**src/rtl/igmp_trap_pkg.sv**
```systemverilog
package igmp_trap_pkg;

  localparam int unsigned DA_FIRST_OFS = 0;
  localparam int unsigned TL_HI_OFS    = 12;
  localparam int unsigned TL_LO_OFS    = 13;
  localparam int unsigned SNAP_OFS     = 14;
  localparam int unsigned SNAP_LEN     = 6;
  localparam int unsigned SNAP_ET_HI   = 20;
  localparam int unsigned SNAP_ET_LO   = 21;
  localparam int unsigned ETH2_IP_OFS  = 14;
  localparam int unsigned SNAP_IP_OFS  = 22;
  localparam int unsigned V4_PROTO_OFS = 9;
  localparam int unsigned V6_NEXT_OFS  = 6;

  localparam logic [15:0] ETYPE_IP   = 16'h0800;
  localparam logic [15:0] ETYPE_MIN  = 16'h0600;
  localparam logic [15:0] LENGTH_MAX = 16'h05DC;
  localparam logic [7:0]  PROTO_IGMP = 8'h02;
  localparam logic [3:0]  IP_VER4    = 4'd4;
  localparam logic [3:0]  IP_VER6    = 4'd6;

  typedef enum logic [1:0] {
    ENC_NONE = 2'd0,
    ENC_ETH2 = 2'd1,
    ENC_SNAP = 2'd2
  } encap_e;

  function automatic logic [7:0] snap_hdr_byte(input logic [2:0] k);
    case (k)
      3'd0, 3'd1: snap_hdr_byte = 8'hAA;
      3'd2:       snap_hdr_byte = 8'h03;
      default:    snap_hdr_byte = 8'h00;
    endcase
  endfunction

endpackage

```
**src/rtl/igmp_byte_cursor.sv**
```systemverilog
module igmp_byte_cursor #(
  parameter int unsigned POS_W = 6
) (
  input  logic             clk,
  input  logic             rst,
  input  logic             in_valid,
  input  logic             in_sof,
  output logic [POS_W-1:0] cur_idx
);

  localparam logic [POS_W-1:0] POS_MAX = '1;

  logic [POS_W-1:0] pos_q;

  always_comb cur_idx = in_sof ? '0 : pos_q;

  always_ff @(posedge clk) begin
    if (rst) begin
      pos_q <= '0;
    end else if (in_valid) begin
      pos_q <= (cur_idx == POS_MAX) ? cur_idx : cur_idx + 1'b1;
    end
  end

endmodule

```
**src/rtl/igmp_hdr_match.sv**
```systemverilog
module igmp_hdr_match
  import igmp_trap_pkg::*;
#(
  parameter int unsigned POS_W = 6
) (
  input  logic             clk,
  input  logic             rst,
  input  logic             in_valid,
  input  logic             in_sof,
  input  logic             in_eof,
  input  logic [7:0]       in_data,
  input  logic [POS_W-1:0] cur_idx,
  output logic             dec_fire,
  output logic             dec_igmp,
  output logic             da_group
);

  localparam logic [POS_W-1:0] IDX_DA0    = POS_W'(DA_FIRST_OFS);
  localparam logic [POS_W-1:0] IDX_TL_HI  = POS_W'(TL_HI_OFS);
  localparam logic [POS_W-1:0] IDX_TL_LO  = POS_W'(TL_LO_OFS);
  localparam logic [POS_W-1:0] IDX_SNAP0  = POS_W'(SNAP_OFS);
  localparam logic [POS_W-1:0] IDX_SNAPN  = POS_W'(SNAP_OFS + SNAP_LEN);
  localparam logic [POS_W-1:0] IDX_ET_HI  = POS_W'(SNAP_ET_HI);
  localparam logic [POS_W-1:0] IDX_ET_LO  = POS_W'(SNAP_ET_LO);
  localparam logic [POS_W-1:0] BASE_ETH2  = POS_W'(ETH2_IP_OFS);
  localparam logic [POS_W-1:0] BASE_SNAP  = POS_W'(SNAP_IP_OFS);
  localparam logic [POS_W-1:0] OFS_V4     = POS_W'(V4_PROTO_OFS);
  localparam logic [POS_W-1:0] OFS_V6     = POS_W'(V6_NEXT_OFS);

  logic       da_mc_q;
  logic [7:0] tl_hi_q;
  logic [7:0] et_hi_q;
  encap_e     enc_q;
  logic       path_ok_q;
  logic       ver4_q;
  logic       ver6_q;
  logic       done_q;

  logic [POS_W-1:0] ip_base;
  logic [15:0]      tl_word;
  logic [15:0]      snap_et;
  logic             in_snap_win;
  logic             snap_bad;
  logic             ip_hit;
  logic             done_eff;

  always_comb begin
    ip_base     = (enc_q == ENC_SNAP) ? BASE_SNAP : BASE_ETH2;
    tl_word     = {tl_hi_q, in_data};
    snap_et     = {et_hi_q, in_data};
    in_snap_win = (enc_q == ENC_SNAP) && (cur_idx >= IDX_SNAP0) && (cur_idx < IDX_SNAPN);
    snap_bad    = in_data != snap_hdr_byte(3'(cur_idx - IDX_SNAP0));
    ip_hit      = path_ok_q && (enc_q != ENC_NONE) &&
                  ((ver4_q && (cur_idx == ip_base + OFS_V4)) ||
                   (ver6_q && (cur_idx == ip_base + OFS_V6)));
    done_eff    = in_sof ? 1'b0 : done_q;
    dec_fire    = in_valid && !done_eff && (ip_hit || in_eof);
    dec_igmp    = ip_hit && (in_data == PROTO_IGMP);
    da_group    = da_mc_q;
  end

  always_ff @(posedge clk) begin
    if (rst) begin
      da_mc_q   <= 1'b0;
      tl_hi_q   <= '0;
      et_hi_q   <= '0;
      enc_q     <= ENC_NONE;
      path_ok_q <= 1'b0;
      ver4_q    <= 1'b0;
      ver6_q    <= 1'b0;
      done_q    <= 1'b0;
    end else if (in_valid) begin
      done_q <= done_eff || dec_fire;
      if (cur_idx == IDX_DA0) da_mc_q <= in_data[0];
      if (cur_idx == IDX_TL_HI) tl_hi_q <= in_data;
      if (cur_idx == IDX_TL_LO) begin
        ver4_q <= 1'b0;
        ver6_q <= 1'b0;
        if (tl_word >= ETYPE_MIN) begin
          enc_q     <= ENC_ETH2;
          path_ok_q <= (tl_word == ETYPE_IP);
        end else if (tl_word <= LENGTH_MAX) begin
          enc_q     <= ENC_SNAP;
          path_ok_q <= 1'b1;
        end else begin
          enc_q     <= ENC_NONE;
          path_ok_q <= 1'b0;
        end
      end
      if (in_snap_win && snap_bad) path_ok_q <= 1'b0;
      if (enc_q == ENC_SNAP && cur_idx == IDX_ET_HI) et_hi_q <= in_data;
      if (enc_q == ENC_SNAP && cur_idx == IDX_ET_LO && snap_et != ETYPE_IP) path_ok_q <= 1'b0;
      if (enc_q != ENC_NONE && cur_idx == ip_base) begin
        ver4_q <= (in_data[7:4] == IP_VER4);
        ver6_q <= (in_data[7:4] == IP_VER6);
      end
    end
  end

endmodule

```
**src/rtl/igmp_verdict.sv**
```systemverilog
module igmp_verdict #(
  parameter int unsigned NPORTS = 14
) (
  input  logic              clk,
  input  logic              rst,
  input  logic              dec_fire,
  input  logic              dec_igmp,
  input  logic              da_group,
  input  logic              igmp_en,
  input  logic              from_cpu,
  input  logic              sa_intervene,
  input  logic              da_intervene,
  input  logic [NPORTS:0]   fwd_mask,
  output logic              out_valid,
  output logic [NPORTS:0]   out_mask,
  output logic              out_hipri,
  output logic              out_trap,
  output logic              out_intervene
);

  localparam int unsigned MASK_W   = NPORTS + 1;
  localparam int unsigned CPU_PORT = NPORTS;

  logic              trap_now;
  logic              interv_now;
  logic              cpu_only;
  logic [MASK_W-1:0] mask_next;

  always_comb begin
    trap_now   = igmp_en && da_group && !from_cpu && dec_igmp;
    interv_now = sa_intervene || da_intervene;
    cpu_only   = trap_now || interv_now;
  end

  for (genvar g = 0; g < MASK_W; g++) begin : g_mask
    if (g == CPU_PORT) begin : g_cpu
      assign mask_next[g] = cpu_only || fwd_mask[g];
    end else begin : g_port
      assign mask_next[g] = !cpu_only && fwd_mask[g];
    end
  end

  always_ff @(posedge clk) begin
    if (rst) begin
      out_valid     <= 1'b0;
      out_mask      <= '0;
      out_hipri     <= 1'b0;
      out_trap      <= 1'b0;
      out_intervene <= 1'b0;
    end else begin
      out_valid <= dec_fire;
      if (dec_fire) begin
        out_mask      <= mask_next;
        out_hipri     <= trap_now;
        out_trap      <= trap_now;
        out_intervene <= interv_now;
      end
    end
  end

endmodule

```
**src/rtl/igmp_trap_classifier.sv**
```systemverilog
module igmp_trap_classifier #(
  parameter int unsigned NPORTS = 14,
  parameter int unsigned POS_W  = 6,
  localparam int unsigned PORT_W = $clog2(NPORTS + 1),
  localparam int unsigned MASK_W = NPORTS + 1
) (
  input  logic              clk,
  input  logic              rst,
  input  logic              cfg_igmp_en,
  input  logic              in_valid,
  input  logic              in_sof,
  input  logic              in_eof,
  input  logic [7:0]        in_data,
  input  logic [PORT_W-1:0] in_src_port,
  input  logic              in_sa_intervene,
  input  logic              in_da_intervene,
  input  logic [MASK_W-1:0] in_fwd_mask,
  output logic              out_valid,
  output logic [MASK_W-1:0] out_mask,
  output logic              out_hipri,
  output logic              out_trap,
  output logic              out_intervene
);

  localparam logic [PORT_W-1:0] CPU_ID = PORT_W'(NPORTS);

  logic [POS_W-1:0]  cur_idx;
  logic              dec_fire;
  logic              dec_igmp;
  logic              da_group;

  logic              ctx_en_q;
  logic              ctx_cpu_q;
  logic              ctx_sa_q;
  logic              ctx_da_q;
  logic [MASK_W-1:0] ctx_mask_q;

  logic              first_byte;
  logic              eff_en;
  logic              eff_cpu;
  logic              eff_sa;
  logic              eff_da;
  logic [MASK_W-1:0] eff_mask;

  always_comb begin
    first_byte = in_valid && in_sof;
    eff_en     = first_byte ? cfg_igmp_en : ctx_en_q;
    eff_cpu    = first_byte ? (in_src_port == CPU_ID) : ctx_cpu_q;
    eff_sa     = first_byte ? in_sa_intervene : ctx_sa_q;
    eff_da     = first_byte ? in_da_intervene : ctx_da_q;
    eff_mask   = first_byte ? in_fwd_mask : ctx_mask_q;
  end

  always_ff @(posedge clk) begin
    if (rst) begin
      ctx_en_q   <= 1'b0;
      ctx_cpu_q  <= 1'b0;
      ctx_sa_q   <= 1'b0;
      ctx_da_q   <= 1'b0;
      ctx_mask_q <= '0;
    end else if (first_byte) begin
      ctx_en_q   <= eff_en;
      ctx_cpu_q  <= eff_cpu;
      ctx_sa_q   <= eff_sa;
      ctx_da_q   <= eff_da;
      ctx_mask_q <= eff_mask;
    end
  end

  igmp_byte_cursor #(.POS_W(POS_W)) u_cursor (
    .clk      (clk),
    .rst      (rst),
    .in_valid (in_valid),
    .in_sof   (in_sof),
    .cur_idx  (cur_idx)
  );

  igmp_hdr_match #(.POS_W(POS_W)) u_match (
    .clk      (clk),
    .rst      (rst),
    .in_valid (in_valid),
    .in_sof   (in_sof),
    .in_eof   (in_eof),
    .in_data  (in_data),
    .cur_idx  (cur_idx),
    .dec_fire (dec_fire),
    .dec_igmp (dec_igmp),
    .da_group (da_group)
  );

  igmp_verdict #(.NPORTS(NPORTS)) u_verdict (
    .clk           (clk),
    .rst           (rst),
    .dec_fire      (dec_fire),
    .dec_igmp      (dec_igmp),
    .da_group      (da_group),
    .igmp_en       (eff_en),
    .from_cpu      (eff_cpu),
    .sa_intervene  (eff_sa),
    .da_intervene  (eff_da),
    .fwd_mask      (eff_mask),
    .out_valid     (out_valid),
    .out_mask      (out_mask),
    .out_hipri     (out_hipri),
    .out_trap      (out_trap),
    .out_intervene (out_intervene)
  );

endmodule

```
**config.mk**
```make
export PLATFORM = sky130hd
export DESIGN_NAME = igmp_trap_classifier
export DESIGN_NICKNAME = d
export VERILOG_FILES = /design/src/rtl/igmp_trap_pkg.sv /design/src/rtl/igmp_byte_cursor.sv /design/src/rtl/igmp_hdr_match.sv /design/src/rtl/igmp_verdict.sv /design/src/rtl/igmp_trap_classifier.sv
export SDC_FILE = /design/constraint.sdc
export NUM_CORES = 1
export LEC_CHECK = 0
export BUFFER_PORTS_ARGS = -buffer_cell sky130_fd_sc_hd__buf_2
export CORE_ASPECT_RATIO = 0.8
export CORE_MARGIN = 2
export CORE_UTILIZATION = 44
export CTS_CLUSTER_SIZE = 28
export DETAILED_ROUTE_END_ITERATION = 10
export GPL_TIMING_DRIVEN = 0
export PLACE_DENSITY_LB_ADDON = 0.2
export REMOVE_ABC_BUFFERS = 1
export SLEW_MARGIN = 20
export SYNTH_ARGS = -nofsm -noshare
export SYNTH_HDL_FRONTEND = slang
export SYNTH_SLANG_ARGS = --single-unit
```
**constraint.sdc**
```tcl
create_clock -name clk -period 2.8 [get_ports clk]
set_input_delay 0.42 -clock clk [delete_from_list [all_inputs] [get_ports clk]]
set_output_delay 0.42 -clock clk [all_outputs]
set_load 0.005 [all_outputs]
```
==> impl_metrics.csv <==
group,metric,value,unit
status,run_status,"finished, final reports clean",
cts,clk_latency,0.34,ns
final_layout,fin_util,52.79,%
synth,avgSynthCellArea,8.882,um^2
power_and_ir_drop,p_int,1.565,mW
synth,synth-seq-cells,66,
grt,track_usage,19.94,%
cts,cts_tree,"yes",
setup_path,timing.rr.start,"u_cursor.pos_q[5]",
drt,firstDrtPassIters,4,
timing,worst_slack,0.3904,ns
setup_path,path_cells,"buf_2, nand2_2, mux2i_1, or4b_1, o21a_1, a311oi_2",
floorplanning,fp.dieArea,7610,um^2
final_layout,layout-drive-gt1-share,20.77,%
placed_design,place.gp.congestion,0.7961,
timing,slew_viol_final,0,
floorplanning,io-pin-count,54,
power_and_ir_drop,pwr-share-seq,47.1,%
timing,tns,0,ns
timing,rsz0062_at_grt,"false",
timing,whs,0.3241,ns
placed_design,placed_cells,461,
power_and_ir_drop,p_sw_share,24.26,%
timing,fin_skew,0.007869,ns
drt,wl_per_cell,14.75,um
timing,slew-limit-headroom,41.50,%
setup_path,critical_path_arrival,2.67,ns
timing,max_freq,415.0,MHz
flow_run,maxCapViolCount,0,
floorplanning,rows,27,
synth,ys_warn_count,0,
setup_path,reg2reg_depth,5,
synth,yosysSeqAreaShare,43.37,%
drt,dr.first_iter.drc_count,131,
synth,synthArstFlopShare,0,%
synth,syn_inst,343,
grt,overflow,0,
final_layout,final_cell_mix,"66 x dfxtp_1, 52 x buf_2, 50 x mux2i_1, 47 x nor2_1, 25 x nand2_1",
final_layout,layout_commonest_cell,"dfxtp_1",
cts,cts_max_level,3,
synth,syn_area,3047,um^2
cts,cts_root_buf,"clkbuf_8",
final_layout,layout.nets,420,
cts,cts_buffers,9,
setup_path,required,3.06,ns
cts,clockBufferDepth,2,
synth,synth_edf_count,0,
placed_design,placed_cell_area,3356,um^2
synth,ys_types,47,
setup_path,worstSetupPathType,"in -> reg",
grt,grt_start_max_net_pins,65,
drt,ant_nets,0,
drt,routed_wl,7.037,mm
power_and_ir_drop,p_leak,1.475,nW
setup_path,setup.worst_path.start_class,"primary input",
setup_path,worst-path-max-fanout,24,
setup_path,crit_end,"u_verdict.out_mask[14]",
setup_path,slowest_stage,"or4b_1",
final_layout,fin_cells,477,
power_and_ir_drop,peakVddDrop,0.3312,mV
final_layout,antennaDiodeCount,0,
grt,antenna_found_initial,0,
timing,period_share,86.06,%
timing,setup_viol,0,
cts,postCtsSetupBuffers,0,
drt,drc,0,
power_and_ir_drop,power.switching,501.2,uW
worst_hold_path,min_path_type,"in -> reg",
floorplanning,start_util,44.87,%
floorplanning,core_area,6790,um^2
grt,grt_pass1_wl,12.18,mm
timing,worstMarginPinSlew,0.8742,ns
setup_path,rr_endpoint,"u_match.tl_hi_q[0]",
timing,finalHoldViolCount,0,
power_and_ir_drop,power.density_cell_area,576.3,nW/um^2
drt,vias_per_cell,5.442,
placed_design,pre_cts_slack,-0.006422,ns
setup_path,slowest_delay,0.75,ns
floorplanning,fp.dieH,78.43,um
floorplanning,die_x,97.04,um
synth,synth_flop_cell,"dfxtp_1",
cts,ctsResizeCount,0,
power_and_ir_drop,totalPowerFinal,2.066,mW
timing,final.min_clock_period,2.410,ns
grt,grt_pass1_vias,2471,
setup_path,cp-startpoint,"in_sof",
power_and_ir_drop,clkPwrFrac,44.0,%
setup_path,r2r_slack,0.60,ns
setup_path,crit_path_end_kind,"flip-flop",
drt,vias,2596,
placed_design,portBuffers,53,
final_layout,finalInstanceArea,3585,um^2
final_layout,areaGrowthSynthToFinish,17.66,%
cts,cts_hold_buf,0,
cts,path_clk_slew,0.08,ns
cts,clock_sinks,66,
placed_design,dp_hpwl,4.724,mm
power_and_ir_drop,power.share.combinational,8.9,%
-- power by group through the flow --
stage / clock network (mW) / registers [mW] / logic, mW
4_1_cts: 0.931 / 0.974 / 0.183
2_1_floorplan: 0 / 0.993 / 0.0949
5_1_grt: 0.980 / 0.976 / 0.204
3_5_place_dp: 0 / 0.996 / 0.182
6_report: 0.909 / 0.974 / 0.183
3_3_place_gp: 0 / 0.995 / 0.175
-- cell usage after synthesis (2+ instances only) --
master | number | area, um^2
a211oi_1 | 4 | 30.03
a31o_2 | 4 | 35.03
nor4_1 | 6 | 37.54
a31oi_1 | 6 | 37.54
nand4_1 | 4 | 25.02
clkbuf_2 | 2 | 10.01
dfxtp_1 | 66 | 1321
nor2b_1 | 6 | 37.54
clkbuf_1 | 16 | 60.06
nor2_1 | 48 | 180.2
a21oi_1 | 12 | 60.06
or3_1 | 3 | 18.77
o31ai_1 | 2 | 15.01
inv_1 | 5 | 18.77
mux2i_1 | 50 | 500.5
nand2b_1 | 2 | 12.51
o2111ai_1 | 3 | 26.28
o21bai_1 | 3 | 22.52
nand3_1 | 5 | 25.02
and3_1 | 3 | 18.77
buf_1 | 4 | 15.01
o21a_1 | 2 | 15.01
nor3_1 | 3 | 15.01
nand2_1 | 26 | 97.59
nor4b_1 | 2 | 17.52
nor3b_1 | 18 | 135.1
o21ai_0 | 18 | 90.09
-- worst min path at each step --
stage                          startpoint               endpoint  cells past startpoint  slack (ns)
floorplan                        ctx_da_q               ctx_da_q                      2        0.43
global placement                 ctx_da_q               ctx_da_q                      2        0.44
detailed placement  u_verdict.out_mask[6]  u_verdict.out_mask[6]                      2        0.45
CTS                        in_fwd_mask[0]          ctx_mask_q[0]                      3        0.32
global route               in_fwd_mask[3]          ctx_mask_q[3]                      3        0.32
finish                     in_fwd_mask[0]          ctx_mask_q[0]                      3        0.32
-- critical path, delay by kind of cell --
kind | cells | cell delay (ns)
multiplexers | 1 | 0.25
AO/OA/AOI/OAI | 2 | 0.50
buffers and inverters | 1 | 0.26
AND/OR/NAND/NOR | 2 | 1.21
-- layout make-up --
class | count | area (um^2)
tap | 87 | 108.9
sequential | 66 | 1321
clock inverter | 6 | 88.84
multi-input combinational | 247 | 1615
inverter | 6 | 22.52
timing repair buffer | 55 | 290.3
clock buffer | 10 | 137.6
fill | 634 | 3206
-- kinds of logic (layout without fill, tap and decap cells) --
family,count (synthesis),in the layout,share of synthesized area (%)
AND/OR/NAND/NOR,134,134,22.67
XOR/XNOR,1,1,0.2875
buffers and inverters,30,77,3.942
AO/OA/AOI/OAI,62,62,13.31
multiplexers,50,50,16.43
flip-flops,66,66,43.37
-- flip-flops by register name, indices dropped and copies added (netlist names), 2 cells and up --
name and cells:
u_cursor.pos_q 6, u_match.tl_hi_q 8, u_verdict.out_mask 15, u_match.enc_q 2
ctx_mask_q 15, u_match.et_hi_q 8
-- routing by layer --
metal / vias up / global-route usage [%] / share of wire (%)
li1: 1311 / - / -
met1: 1219 / 27.94 / 50
met2: 62 / 29.79 / 44
met3: 4 / 6.411 / 5.0
met4: 0 / 5.070 / 0.60
met5: - / 0 / 0
Power figures use the tool's default switching activity.
